===== src/rtl/lagrng_pkg.sv =====
package lagrng_pkg;

   // Seed for table entry k: base pattern rotated left by 3*k inside width bits.
   function automatic logic [63:0] seed_word(int unsigned k, int unsigned width);
      logic [63:0] base;
      logic [63:0] mask;
      logic [63:0] rot;
      int unsigned sh;
      base = 64'o7654321;
      mask = (width >= 64) ? {64{1'b1}} : ((64'd1 << width) - 64'd1);
      sh   = (3 * k) % width;
      if (sh == 0)
         rot = base;
      else
         rot = (base << sh) | (base >> (width - sh));
      return rot & mask;
   endfunction

endpackage


===== src/rtl/lagrng_index.sv =====
module lagrng_index #(
   parameter int DEPTH = 8,
   localparam int SW = $clog2(DEPTH),
   localparam int IW = SW + 1
) (
   input  logic          clk,
   input  logic          rst_n,
   input  logic          init_i,
   input  logic          save_i,
   input  logic          restore_i,
   input  logic          step_i,
   output logic [SW-1:0] sel_o,
   output logic          spent_o
);
   localparam logic [IW-1:0] TOP_IDX  = IW'(DEPTH - 1);
   localparam logic [IW-1:0] NEXT_IDX = IW'(DEPTH - 2);

   logic [IW-1:0] idx_q;
   logic [IW-1:0] shd_q;

   assign spent_o = idx_q[IW-1];
   assign sel_o   = spent_o ? SW'(DEPTH - 1) : idx_q[SW-1:0];

   always_ff @(posedge clk or negedge rst_n) begin
      if (!rst_n) begin
         idx_q <= TOP_IDX;
         shd_q <= TOP_IDX;
      end else if (init_i) begin
         idx_q <= TOP_IDX;
      end else if (restore_i) begin
         idx_q <= shd_q;
      end else if (save_i) begin
         shd_q <= idx_q;
      end else if (step_i) begin
         idx_q <= spent_o ? NEXT_IDX : idx_q - IW'(1);
      end
   end

   // the only negative value is all ones
   p_spent_code_r4: assert property (@(posedge clk) disable iff (!rst_n)
      spent_o |-> (idx_q == {IW{1'b1}}));
   p_idx_range_r3: assert property (@(posedge clk) disable iff (!rst_n)
      !spent_o |-> (idx_q <= TOP_IDX));
   p_wrap_reload_r4: assert property (@(posedge clk) disable iff (!rst_n)
      (step_i && spent_o && !init_i && !restore_i && !save_i) |=> (sel_o == SW'(DEPTH - 2)));
endmodule


===== src/rtl/lagrng_store.sv =====
module lagrng_store
   import lagrng_pkg::*;
#(
   parameter int WIDTH = 36,
   parameter int DEPTH = 8,
   localparam int SW = $clog2(DEPTH)
) (
   input  logic             clk,
   input  logic             rst_n,
   input  logic             init_i,
   input  logic             save_i,
   input  logic             restore_i,
   input  logic             step_i,
   input  logic [SW-1:0]    sel_i,
   input  logic [WIDTH-1:0] wdata_i,
   output logic [WIDTH-1:0] rdata_o
);
   logic [DEPTH-1:0][WIDTH-1:0] tab_w;

   for (genvar e = 0; e < DEPTH; e++) begin : g_ent
      localparam logic [63:0] S64 = seed_word(e, WIDTH);
      localparam logic [WIDTH-1:0] SEED = S64[WIDTH-1:0];
      logic [WIDTH-1:0] ent_q;
      logic [WIDTH-1:0] shd_q;

      always_ff @(posedge clk or negedge rst_n) begin
         if (!rst_n) begin
            ent_q <= SEED;
            shd_q <= SEED;
         end else if (init_i) begin
            ent_q <= SEED;
         end else if (restore_i) begin
            ent_q <= shd_q;
         end else if (save_i) begin
            shd_q <= ent_q;
         end else if (step_i && (sel_i == SW'(e))) begin
            ent_q <= wdata_i;
         end
      end
      assign tab_w[e] = ent_q;
   end

   assign rdata_o = tab_w[sel_i];

   p_write_back_r3: assert property (@(posedge clk) disable iff (!rst_n)
      (step_i && !init_i && !restore_i && !save_i) |=> (tab_w[$past(sel_i)] == $past(wdata_i)));
   p_table_hold_r5: assert property (@(posedge clk) disable iff (!rst_n)
      (!step_i && !init_i && !restore_i) |=> $stable(tab_w));
endmodule


===== src/rtl/lagrng.sv =====
module lagrng
   import lagrng_pkg::*;
#(
   parameter int WIDTH = 36,
   parameter int DEPTH = 8
) (
   input  logic             clk,
   input  logic             rst_n,
   input  logic             init_i,
   input  logic             next_i,
   input  logic             save_i,
   input  logic             restore_i,
   output logic [WIDTH-1:0] word_o,
   output logic             valid_o
);
   localparam int SW = $clog2(DEPTH);
   localparam logic [63:0] TOP64 = seed_word(DEPTH - 1, WIDTH);
   localparam logic [WIDTH-1:0] TOP_SEED = TOP64[WIDTH-1:0];

   if (WIDTH < 24 || WIDTH > 64) begin : g_bad_width
      $error("lagrng: WIDTH must lie in 24..64");
   end
   if (DEPTH < 2 || DEPTH > 64) begin : g_bad_depth
      $error("lagrng: DEPTH must lie in 2..64");
   end

   // strobe decode: init > restore > save > step
   logic do_init, do_rest, do_save, do_step;
   assign do_init = init_i;
   assign do_rest = !init_i && restore_i;
   assign do_save = !init_i && !restore_i && save_i;
   assign do_step = !init_i && !restore_i && !save_i && next_i;

   logic [SW-1:0]    sel;
   logic             spent;
   logic [WIDTH-1:0] rdata;
   logic [WIDTH-1:0] sum;
   logic [WIDTH-1:0] acc_q, acc_shd_q, word_q;
   logic             valid_q;

   lagrng_index #(.DEPTH(DEPTH)) u_index (
      .clk(clk), .rst_n(rst_n),
      .init_i(do_init), .save_i(do_save), .restore_i(do_rest), .step_i(do_step),
      .sel_o(sel), .spent_o(spent)
   );

   lagrng_store #(.WIDTH(WIDTH), .DEPTH(DEPTH)) u_store (
      .clk(clk), .rst_n(rst_n),
      .init_i(do_init), .save_i(do_save), .restore_i(do_rest), .step_i(do_step),
      .sel_i(sel), .wdata_i(sum), .rdata_o(rdata)
   );

   assign sum = acc_q + rdata;   // carry out dropped

   always_ff @(posedge clk or negedge rst_n) begin
      if (!rst_n) begin
         acc_q     <= TOP_SEED;
         acc_shd_q <= TOP_SEED;
      end else if (do_init) begin
         acc_q <= TOP_SEED;
      end else if (do_rest) begin
         acc_q <= acc_shd_q;
      end else if (do_save) begin
         acc_shd_q <= acc_q;
      end else if (do_step) begin
         acc_q <= sum;
      end
   end

   always_ff @(posedge clk or negedge rst_n) begin
      if (!rst_n) begin
         word_q  <= '0;
         valid_q <= 1'b0;
      end else begin
         valid_q <= do_step;
         if (do_step) word_q <= sum;
      end
   end

   assign word_o  = word_q;
   assign valid_o = valid_q;

   p_word_acc_r8: assert property (@(posedge clk) disable iff (!rst_n)
      valid_o |-> (word_o == acc_q));
   p_collide_r7: assert property (@(posedge clk) disable iff (!rst_n)
      (next_i && (init_i || save_i || restore_i)) |=> !valid_o);
   p_init_seed_r2: assert property (@(posedge clk) disable iff (!rst_n)
      init_i |=> (acc_q == TOP_SEED && sel == SW'(DEPTH - 1) && !spent));
   p_mod_sum_r9: assert property (@(posedge clk) disable iff (!rst_n)
      valid_o |-> (word_o == WIDTH'($past(acc_q) + $past(rdata))));
   p_word_hold_r8: assert property (@(posedge clk) disable iff (!rst_n)
      !valid_o |-> $stable(word_o));
   p_save_quiet_r5: assert property (@(posedge clk) disable iff (!rst_n)
      (save_i && !init_i && !restore_i) |=> ($stable(acc_q) && !valid_o));
endmodule


===== config.mk =====
export PLATFORM = sky130hd
export DESIGN_NAME = lagrng
export DESIGN_NICKNAME = d
export VERILOG_FILES = /design/src/rtl/lagrng_pkg.sv /design/src/rtl/lagrng_index.sv /design/src/rtl/lagrng_store.sv /design/src/rtl/lagrng.sv
export SDC_FILE = /design/constraint.sdc
export NUM_CORES = 1
export LEC_CHECK = 0
export BUFFER_PORTS_ARGS = -buffer_cell sky130_fd_sc_hd__buf_2
export CAP_MARGIN = 20
export CORE_MARGIN = 4
export CORE_UTILIZATION = 65
export CTS_BUF_LIST = sky130_fd_sc_hd__clkbuf_8
export CTS_CLUSTER_DIAMETER = 80
export DETAILED_ROUTE_END_ITERATION = 16
export PLACE_DENSITY = 0.82
export SKIP_LAST_GASP = 1
export SLEW_MARGIN = 10
export SYNTH_ARGS = -nofsm -noshare
export SYNTH_HDL_FRONTEND = slang
export SYNTH_SLANG_ARGS = --single-unit

===== constraint.sdc =====
create_clock -name clk -period 9.5 [get_ports clk]
set_input_delay 0.95 -clock clk [delete_from_list [all_inputs] [get_ports clk]]
set_output_delay 0.95 -clock clk [all_outputs]
set_load 0.01 [all_outputs]

==> results.py <==
metrics = {
    "synthesis": {
        "avgSynthCellArea_um2": 10.7,
        "ys_types": 72,
        "synth.net_count": 3045,
        "synth_top_flop_cell": "dfrtp_1",
        "yosysTopAreaCellShare_pct": 36.6,
        "synth_area_leader_cell": "dfrtp_1",
        "synth_seq_area_share_pct": 54.6,
        "netlist_top_cells_area": "dfrtp_1 37%, dfstp_2 18%, mux2_2 12%, o21ai_0 4.5%, a21oi_1 4.2%",
        "synth_seq_cells": 693,
        "yosys_warnings": 0,
        "syn_area_um2": 32200,
        "netlist_instances": 3002,
        "synth_edf_count": 0,
        "synthArstFlopShare_pct": 100,
    },
    "sta": {
        "max_slew_margin_pct": 20.0,
        "max_freq_mhz": 158,
        "layout_setup_ws_ns": 3.16,
        "rsz0062_at_grt": "no",
        "setup_viol": 0,
        "tns_ns": 0,
        "min_period_over_period_pct": 66.7,
        "finalHoldViolCount": 0,
        "period_needed_ns": 6.34,
        "hold_ws_ns": 0.291,
        "slew_viol_final": 0,
        "worst_slew_pin_slew_ns": 1.20,
        "skew_ns": 0.0431,
    },
    "global_routing": {
        "grt_max_degree": 193,
        "antenna_found_initial": 2,
        "grt_pass1_vias": 26367,
        "grt_overflow": 0,
        "grt_pass1_wl_mm": 153,
        "track_usage_pct": 37.0,
    },
    "cells_and_area": {
        "finalNetCount": 3021,
        "stdcell_area_um2": 35300,
        "drive_above_1_share_pct": 27.9,
        "area_growth_pct": 9.41,
        "fillers": 3340,
        "final_common_cell": "dfrtp_1",
        "layout_common_cells": "470 x dfrtp_1, 334 x mux2_2, 303 x nand2_1",
    },
    "setup_path": {
        "worstPathArrival_ns": 6.96,
        "path_max_fanout": 43,
        "end_kind": "flop",
        "cp.required_ns": 10.12,
        "worstSetupStartpointType": "flop",
        "rr_worst_depth": 16,
        "r2r_end": "u_store.g_ent[1].ent_q[28]",
        "r2r_start": "u_index.idx_q[0]",
        "worst-setup-path-type": "reg2reg",
        "worst-r2r-setup-slack_ns": 3.16,
    },
    "power": {
        "peakVddDrop_mv": 0.122,
        "p_int_uw": 6040,
        "power_frac_clock_pct": 27.7,
        "switching_share_pct": 34.6,
        "p_sw_uw": 3190,
        "pwr-share-seq_pct": 46.4,
        "p_leak_uw": 0.0156,
        "combPwrFrac_pct": 25.9,
        "p_per_area_nw_per_um2": 262,
    },
    "cts": {
        "cts_tree": "built",
        "cts_resized": 0,
        "cts_made_buffers": 110,
        "cts_setup_buffers": 0,
        "clk_latency_ns": 0.73,
        "cts_hold_buffers": 0,
        "clkTransAtPathRegs_ns": 0.06,
        "cts_num_sinks": 693,
        "cts_max_path_buffers": 3,
        "cts-root-buf": "clkbuf_8",
        "htreeDepth": 3,
    },
    "floorplanning": {
        "fp-row-count": 81,
        "dieArea_um2": 53200,
        "initial_utilization_pct": 65.9,
        "ios": 43,
        "chipHeight_um": 231,
        "die_w_um": 231,
        "core_area_um2": 49000,
    },
    "detailed_routing": {
        "wire_per_inst_um": 26.6,
        "drc": 0,
        "antenna_left": 0,
        "via_per_inst": 6.93,
        "first_iter_violations": 3357,
        "wirelength_mm": 99.5,
        "dr.pass1.iters": 8,
        "via_count": 25916,
    },
    "placed_design": {
        "preCtsSetupSlack_ns": 3.43,
        "globalplace.congestion": 0.932,
        "dp_hpwl_mm": 59.7,
        "postPlaceCellArea_um2": 33000,
        "portBuffers": 42,
    },
    "hold_path": {
        "hp-class": "in2async",
    },
    "status": {
        "status": "complete, no violations",
    },
    "job": {
        "maxCapViolations": 0,
    },
}
power groups by stage:
stage	Combinational, uW	Sequential (uW)	Clock (uW)
5_1_grt	2560	4340	2710
3_5_place_dp	2310	4300	0
2_1_floorplan	1500	4160	0
3_3_place_gp	2240	4230	0
4_1_cts	2330	4250	2570
6_report	2390	4280	2550
cell families after synthesis:
group | Yosys count | synth area share (%)
adder cells (fa/ha/maj) | 37 | 1.46
AND/OR/NAND/NOR | 659 | 8.46
multiplexers | 406 | 14.1
flip-flops | 693 | 54.6
buffers and inverters | 249 | 2.96
AO/OA/AOI/OAI | 924 | 17.3
XOR/XNOR | 34 | 0.993
synthesized netlist by cell type (all sizes together), types with 11 or more instances:
master and n:
dfstp 222, a22oi 13, buf 28, nor2 245
o221ai 34, nand2 305, o21ai 294, nor3 30
nor2b 14, clkbuf 206, o31ai 12, nand4 13
and2 11, ha 36, a21oi 270, xor2 13
a221o 26, a21o 13, a31oi 59, inv 14
mux2 334, o22ai 71, xnor2 21, a2111oi 12
a211oi 56, mux2i 66, dfrtp 471
state kept, by name, summed over array words and instances, names as in the netlist:
name / flops
acc_shd_q: 36
u_index.shd_q: 4
u_index.idx_q: 4
acc_q: 36
u_store.g_ent.shd_q: 288
valid_o: 1
word_o: 36
u_store.g_ent.ent_q: 288
critical path, cell delays in order (launching register included):
cell,delay (ns)
dfstp_2,1.24
buf_4,0.51
a21oi_2,0.32
buf_4,0.33
o22ai_1,0.16
o21ai_0,0.13
ha_1,0.27
fa_1,0.45
a21oi_1,0.22
o21ai_0,0.16
a21oi_1,0.43
o21ai_2,0.17
a41oi_2,0.40
o21ai_1,0.14
xor2_1,0.82
nand2_1,0.22
o21ai_0,0.23
stage by stage:
| stage | utilization [%] | power [uW] | std cells |
|---|---|---|---|
| after global placement | 67.4 | 6470 | 3529 |
| after global routing | 72.0 | 9610 | 3738 |
| after detailed placement | 67.4 | 6610 | 3529 |
| after CTS | 72.0 | 9150 | 3737 |
| final | 72.1 | 9230 | 3740 |
| after floorplan | - | 5660 | 3002 |
worst max path at each step:
stage / slack, ns / from / to / depth (start not counted)
after floorplan: 4.98 / u_index.idx_q[1] / u_store.g_ent[2].ent_q[28] / 18
after global placement: 3.51 / u_index.idx_q[0] / u_store.g_ent[6].ent_q[28] / 16
after detailed placement: 3.43 / u_index.idx_q[0] / u_store.g_ent[1].ent_q[28] / 16
after CTS: 3.39 / u_index.idx_q[0] / u_store.g_ent[1].ent_q[28] / 16
after global routing: 3.09 / u_index.idx_q[0] / u_store.g_ent[6].ent_q[28] / 16
final: 3.16 / u_index.idx_q[0] / u_store.g_ent[1].ent_q[28] / 16
area by class of cell:
type	count	area (um^2)	area share [%]
Sequential cell	693	17600	50.0
Inverter	15	56.3	0.160
Clock inverter	69	335	0.951
Multi-Input combinational cell	2060	13800	39.1
Tap cell	664	831	2.36
Clock buffer	139	1910	5.42
Timing Repair Buffer	98	707	2.00
Antenna cell	2	5.00	0.0142
routing by layer:
layer | part of all wire [%] | global-route usage [%] | up-vias
met5 | 0.017 | 0 | -
met4 | 4.2 | 16.2 | 2
li1 | - | - | 10841
met2 | 45 | 55.3 | 1662
met1 | 39 | 50.5 | 13096
met3 | 12 | 11.3 | 315
No activity file was read; power rests on OpenSTA's default activity.
